===== src/rtl/cursor_scroll_pkg.sv =====
package cursor_scroll_pkg;

   typedef enum logic [1:0] {
      SRC_ZERO  = 2'd0,
      SRC_DISP  = 2'd1,
      SRC_GLYPH = 2'd2
   } load_src_e;

   typedef struct packed {
      logic      addr_load;
      load_src_e addr_src;
      logic      addr_step;
      logic      addr_up;
      logic      sel_load;
      logic      sel_val;
      logic      ofs_zero;
      logic      ofs_step;
      logic      ofs_up;
   } seq_op_t;

endpackage


===== src/rtl/css_cmd_decode.sv =====
module css_cmd_decode
   import cursor_scroll_pkg::*;
(
   input  logic    clr_stb,
   input  logic    home_stb,
   input  logic    load_disp_stb,
   input  logic    load_glyph_stb,
   input  logic    move_stb,
   input  logic    move_disp,
   input  logic    move_right,
   input  logic    xfer_stb,
   input  logic    xfer_write,
   input  logic    entry_inc,
   input  logic    entry_scroll,
   output seq_op_t op
);

   always_comb begin
      op = '0;
      op.addr_src = SRC_ZERO;
      if (clr_stb) begin
         op.addr_load = 1'b1;
         op.sel_load  = 1'b1;
         op.sel_val   = 1'b0;
         op.ofs_zero  = 1'b1;
      end else if (home_stb) begin
         op.addr_load = 1'b1;
         op.ofs_zero  = 1'b1;
      end else if (load_disp_stb) begin
         op.addr_load = 1'b1;
         op.addr_src  = SRC_DISP;
         op.sel_load  = 1'b1;
         op.sel_val   = 1'b0;
      end else if (load_glyph_stb) begin
         op.addr_load = 1'b1;
         op.addr_src  = SRC_GLYPH;
         op.sel_load  = 1'b1;
         op.sel_val   = 1'b1;
      end else if (move_stb) begin
         if (move_disp) begin
            op.ofs_step = 1'b1;
            op.ofs_up   = ~move_right;
         end else begin
            op.addr_step = 1'b1;
            op.addr_up   = move_right;
         end
      end else if (xfer_stb) begin
         op.addr_step = 1'b1;
         op.addr_up   = entry_inc;
         if (xfer_write && entry_scroll) begin
            op.ofs_step = 1'b1;
            op.ofs_up   = entry_inc;
         end
      end
   end

endmodule


===== src/rtl/css_addr_ctr.sv =====
module css_addr_ctr
   import cursor_scroll_pkg::*;
#(
   parameter int DISP_AW  = 7,
   parameter int GLYPH_AW = 6
) (
   input  logic               clk,
   input  logic               rst_n,
   input  logic               addr_load,
   input  load_src_e          addr_src,
   input  logic               addr_step,
   input  logic               addr_up,
   input  logic               sel_load,
   input  logic               sel_val,
   input  logic [DISP_AW-1:0] load_addr,
   output logic [DISP_AW-1:0] addr_q,
   output logic               sel_q
);

   localparam int PAD_W = DISP_AW - GLYPH_AW;

   logic [DISP_AW-1:0]  disp_next;
   logic [GLYPH_AW-1:0] glyph_cur;
   logic [GLYPH_AW-1:0] glyph_next;
   logic [DISP_AW-1:0]  glyph_ext;
   logic [DISP_AW-1:0]  glyph_load;
   logic [DISP_AW-1:0]  addr_d;

   assign glyph_cur  = addr_q[GLYPH_AW-1:0];
   assign disp_next  = addr_up ? addr_q + 1'b1 : addr_q - 1'b1;
   assign glyph_next = addr_up ? glyph_cur + 1'b1 : glyph_cur - 1'b1;

   generate
      if (PAD_W == 0) begin : g_same_width
         assign glyph_ext  = glyph_next;
         assign glyph_load = load_addr;
      end else begin : g_padded
         assign glyph_ext  = {{PAD_W{1'b0}}, glyph_next};
         assign glyph_load = {{PAD_W{1'b0}}, load_addr[GLYPH_AW-1:0]};
      end
   endgenerate

   always_comb begin
      addr_d = addr_q;
      if (addr_load) begin
         case (addr_src)
            SRC_DISP:  addr_d = load_addr;
            SRC_GLYPH: addr_d = glyph_load;
            default:   addr_d = '0;
         endcase
      end else if (addr_step) begin
         addr_d = sel_q ? glyph_ext : disp_next;
      end
   end

   always_ff @(posedge clk) begin
      if (!rst_n) begin
         addr_q <= '0;
         sel_q  <= 1'b0;
      end else begin
         addr_q <= addr_d;
         if (sel_load) sel_q <= sel_val;
      end
   end

endmodule


===== src/rtl/css_scroll_ctr.sv =====
module css_scroll_ctr #(
   parameter int LEN_ONE = 16,
   parameter int LEN_TWO = 8,
   parameter int OFS_W   = 4
) (
   input  logic             clk,
   input  logic             rst_n,
   input  logic             two_line,
   input  logic             ofs_zero,
   input  logic             ofs_step,
   input  logic             ofs_up,
   output logic [OFS_W-1:0] ofs_q
);

   localparam logic [OFS_W-1:0] LAST_ONE = OFS_W'(LEN_ONE - 1);
   localparam logic [OFS_W-1:0] LAST_TWO = OFS_W'(LEN_TWO - 1);
   localparam bool_pow2 = ((LEN_ONE & (LEN_ONE - 1)) == 0) &&
                          ((LEN_TWO & (LEN_TWO - 1)) == 0);

   logic [OFS_W-1:0] last;
   logic [OFS_W-1:0] step_next;

   assign last = two_line ? LAST_TWO : LAST_ONE;

   generate
      if (bool_pow2) begin : g_mask_wrap
         logic [OFS_W-1:0] raw;
         assign raw       = ofs_up ? ofs_q + 1'b1 : ofs_q - 1'b1;
         assign step_next = raw & last;
      end else begin : g_cmp_wrap
         always_comb begin
            if (ofs_up) step_next = (ofs_q >= last) ? '0 : ofs_q + 1'b1;
            else        step_next = (ofs_q == '0 || ofs_q > last) ? last : ofs_q - 1'b1;
         end
      end
   endgenerate

   always_ff @(posedge clk) begin
      if (!rst_n)        ofs_q <= '0;
      else if (ofs_zero) ofs_q <= '0;
      else if (ofs_step) ofs_q <= step_next;
   end

endmodule


===== src/rtl/cursor_scroll_seq.sv =====
module cursor_scroll_seq
   import cursor_scroll_pkg::*;
#(
   parameter int DISP_AW  = 7,
   parameter int GLYPH_AW = 6,
   parameter int LEN_ONE  = 16,
   parameter int LEN_TWO  = 8,
   parameter int OFS_W    = $clog2(LEN_ONE)
) (
   input  logic               clk,
   input  logic               rst_n,
   input  logic               clr_stb,
   input  logic               home_stb,
   input  logic               load_disp_stb,
   input  logic               load_glyph_stb,
   input  logic [DISP_AW-1:0] load_addr,
   input  logic               move_stb,
   input  logic               move_disp,
   input  logic               move_right,
   input  logic               xfer_stb,
   input  logic               xfer_write,
   input  logic               entry_inc,
   input  logic               entry_scroll,
   input  logic               two_line,
   output logic [DISP_AW-1:0] ram_addr,
   output logic               sel_glyph,
   output logic [OFS_W-1:0]   scroll_ofs
);

   generate
      if (GLYPH_AW < 1 || GLYPH_AW > DISP_AW) begin : g_bad_aw
         $error("GLYPH_AW must lie in 1..DISP_AW");
      end
      if (LEN_TWO < 2 || LEN_TWO > LEN_ONE) begin : g_bad_len
         $error("LEN_TWO must lie in 2..LEN_ONE");
      end
      if ((1 << OFS_W) < LEN_ONE) begin : g_bad_ofs
         $error("OFS_W too narrow for LEN_ONE");
      end
   endgenerate

   seq_op_t op;

   css_cmd_decode u_dec (
      .clr_stb        (clr_stb),
      .home_stb       (home_stb),
      .load_disp_stb  (load_disp_stb),
      .load_glyph_stb (load_glyph_stb),
      .move_stb       (move_stb),
      .move_disp      (move_disp),
      .move_right     (move_right),
      .xfer_stb       (xfer_stb),
      .xfer_write     (xfer_write),
      .entry_inc      (entry_inc),
      .entry_scroll   (entry_scroll),
      .op             (op)
   );

   css_addr_ctr #(
      .DISP_AW  (DISP_AW),
      .GLYPH_AW (GLYPH_AW)
   ) u_addr (
      .clk       (clk),
      .rst_n     (rst_n),
      .addr_load (op.addr_load),
      .addr_src  (op.addr_src),
      .addr_step (op.addr_step),
      .addr_up   (op.addr_up),
      .sel_load  (op.sel_load),
      .sel_val   (op.sel_val),
      .load_addr (load_addr),
      .addr_q    (ram_addr),
      .sel_q     (sel_glyph)
   );

   css_scroll_ctr #(
      .LEN_ONE (LEN_ONE),
      .LEN_TWO (LEN_TWO),
      .OFS_W   (OFS_W)
   ) u_scroll (
      .clk      (clk),
      .rst_n    (rst_n),
      .two_line (two_line),
      .ofs_zero (op.ofs_zero),
      .ofs_step (op.ofs_step),
      .ofs_up   (op.ofs_up),
      .ofs_q    (scroll_ofs)
   );

endmodule


===== config.mk =====
export PLATFORM = sky130hd
export DESIGN_NAME = cursor_scroll_seq
export DESIGN_NICKNAME = d
export VERILOG_FILES = /design/src/rtl/cursor_scroll_pkg.sv /design/src/rtl/css_cmd_decode.sv /design/src/rtl/css_addr_ctr.sv /design/src/rtl/css_scroll_ctr.sv /design/src/rtl/cursor_scroll_seq.sv
export SDC_FILE = /design/constraint.sdc
export NUM_CORES = 1
export LEC_CHECK = 0
export BUFFER_PORTS_ARGS = -buffer_cell sky130_fd_sc_hd__buf_2
export CAP_MARGIN = 10
export CORE_MARGIN = 5
export CORE_UTILIZATION = 56
export CTS_BUF_LIST = sky130_fd_sc_hd__clkbuf_8
export DETAILED_ROUTE_END_ITERATION = 12
export PLACE_DENSITY_LB_ADDON = 0.25
export SYNTH_ARGS = -nofsm -noshare
export SYNTH_HDL_FRONTEND = slang
export SYNTH_SLANG_ARGS = --single-unit

===== constraint.sdc =====
create_clock -name clk -period 5.4 [get_ports clk]
set_clock_uncertainty 0.2 [all_clocks]
set_input_delay 0.54 -clock clk [delete_from_list [all_inputs] [get_ports clk]]
set_output_delay 0.54 -clock clk [all_outputs]
set_load 0.02 [all_outputs]

==> impl_results.md <==
* GR Util All Layers at between 20% and 30%
* Resize count post-CTS at 0
* Met3 Routed Length at around 150 um
* Final Setup Violations at 0
* Iteration-0 DRC count of the detailed router at 17
* Initial core utilization at approximately three fifths
* Area grow syn2layout at 23.01%
* Post-CTS Setup Inserts at 0
* Cells after synthesis at approximately 120
* Pwr dens at ~190 mW/mm^2
* Met2 WL at 1.379 mm
* Pre-CTS setup slack at a little over 2 ns
* Clock Latency Late Sink at ~0.24 ns
* Most frequent cells in the layout: 32 x buf_2, 13 x a21oi_1, 12 x dfxtp_1
* Post-route ant nets at 0
* Crit Path Max Fanout at 7
* Worst ir drop on vdd at 0.1289 mV
* Final Non-Filler Cells at 178
* Die width at 52.73 um
* Worst slew pin tran at approximately 0.84 ns
* Most common cell after layout, fill and taps aside: buf_2
* Fin crit share at 59.02%
* Final critical-path required period at roughly 3.2 ns
* Largest net degree at the start of global routing at 10
* Number of global-route vias before repair at approximately 1.1k
* Syn Std Cell Area at 0.001022 mm^2
* Via Count at 1035
* Worst Setup End Kind: flop
* DRT Pass-1 Iters at 4
* Met1 WL at 1.120 mm
* First-pass GRT wire length at 4.485 mm
* Top Metal Used: met4
* Post-route setup TNS at 0 ns
* Worst Setup Path Type: primary input to flop
* NumNets Final at between 150 and 200
* Pleak at 0.0005598 uW
* Max-slew violations at 0
* Drc violations at 0
* Share of cells above drive strength 1 at ~29%
* Distinct cell type count after synthesis at 43
* Slew headroom at roughly 44%
* Endpoints failing hold at 0
* Die Span Y at roughly 53 um
* H-Tree Depth at 1
* Core ar. at 0.001727 mm^2
* Antenna cell count at 0
* Register area share after synthesis at between 20% and 30%
* Post-Syn Area per Cell at about 8.7 um^2
* #FFs+latches synth at 12
* CP required at roughly 5.3 ns
* Wire length per cell at roughly 15 um
* RSZ-0062 raised after global routing: false
* Post-synth EDFFs at 0
* Crit path DAT at approximately 3.1 ns
* Finished Core Util at ~73%
* Row cnt at 15
* Result of the run: finished clean
* Synth Flop Type: dfxtp_1
* HP Class: flop to flop
* GRT Residual Overflow at 0
* CTS tree: built
* Placed cell count at ~170
* Syn Nets at between 150 and 200
* GP Congestion at slightly above 0.8
* CTS Buf Count at 3
* I/O pin count at 33
* MaxCap Viol Count at 0
* Critical path startpoint category: primary input
* Via density per instance at ~5.8
* Clock root cell: clkbuf_8
* Post-CTS Hold Buffers at 0
* Fmax at 313.8 MHz
* Drt total wl at between 2 and 3 mm
* Die area at around 0.0028 mm^2
* Clock buffer depth at 2
* Initial antenna violation count at 0
* Hpwl dp at 2.073 mm
* Clock slew at reported path FFs at 0.06 ns
* Ys Warns at 0
* Port-buffer cells at 32
* Post-synth ARST share at 0%
* Setup ws final at between 2 and 2.5 ns
* Sink Count at 12
[cell type report]
cell class	count	area, um^2
inverter	8	30.03
sequential	12	240.2
timing repair buffer	32	160.2
clock buffer	4	55.05
multi-input combinational	97	740.7
tap	25	31.28
fill	147	469.2
[report_power, final]
part           internal (uW)  switching (uW)  leakage [uW]
clock network           64.5            36.9     0.0000288
registers               90.3            1.49     0.0000971
logic                   19.3            26.5      0.000434
total                    174            64.9      0.000560
[state kept, by name (all words and copies together) (netlist names)]
register        cells
u_addr.sel_q        1
u_scroll.ofs_q      4
u_addr.addr_q       7
[Yosys cell counts, types with 2 or more instances]
| cell | instances | area, um^2 |
|---|---|---|
| xnor2_1 | 2 | 17.52 |
| nand3b_1 | 2 | 15.01 |
| a21o_1 | 2 | 15.01 |
| ha_1 | 10 | 125.1 |
| mux2i_1 | 2 | 20.02 |
| fa_1 | 2 | 40.04 |
| xor2_1 | 4 | 35.03 |
| a31oi_1 | 2 | 12.51 |
| nor3_1 | 2 | 10.01 |
| inv_1 | 8 | 30.03 |
| dfxtp_1 | 12 | 240.2 |
| nand2_1 | 5 | 18.77 |
| and3b_1 | 2 | 17.52 |
| a211oi_1 | 4 | 30.03 |
| nor2_1 | 11 | 41.29 |
| a21oi_1 | 13 | 65.06 |
| nand3_1 | 3 | 15.01 |
| o21ai_0 | 7 | 35.03 |
[worst paths after layout]
check / to / slack [ns] / from / depth (start not counted)
setup / recovery: u_addr.addr_q[4] / 2.21 / load_glyph_stb / 9
hold / removal: u_scroll.ofs_q[3] / 0.32 / u_scroll.ofs_q[3] / 2
hold reg to reg: u_scroll.ofs_q[3] / 0.32 / u_scroll.ofs_q[3] / 2
setup reg to reg: u_addr.addr_q[6] / 3.35 / u_addr.addr_q[0] / 7
[metrics by stage]
step	total power, uW	area [um^2]	hold WS, ns
after floorplan	121.4	1022	0.3849
after global placement	136.6	1202	0.3024
after detailed placement	138.4	1202	0.3146
after CTS	238.2	1257	0.3252
after global routing	249.5	1257	0.3556
final	239.1	1257	0.3246
[critical path, stage by stage]
cell and delay (ns):
buf_2 0.13, nor4_4 0.57, o21ai_0 0.49, ha_1 0.46, nor2b_1 0.16, o21a_1 0.17
or3_1 0.30, a32oi_1 0.19, a21oi_1 0.08
[per-layer routing]
metal	track usage (%)	up-vias
li1	-	507
met3	4.274	4
met5	0	-
met1	24.10	486
met2	39.67	38
met4	5.957	0
[kinds of logic (layout without fill, tap and decap cells)]
| group | Yosys count | in the layout | share of synthesized area (%) |
|---|---|---|---|
| fa+ha+maj | 12 | 12 | 16.16 |
| buf+inv | 9 | 44 | 4.039 |
| simple gates | 38 | 38 | 23.87 |
| xor+xnor | 6 | 6 | 5.141 |
| compound gates | 39 | 39 | 25.34 |
| mux | 2 | 2 | 1.958 |
| flops | 12 | 12 | 23.50 |
(Power assumes the default switching activity.)
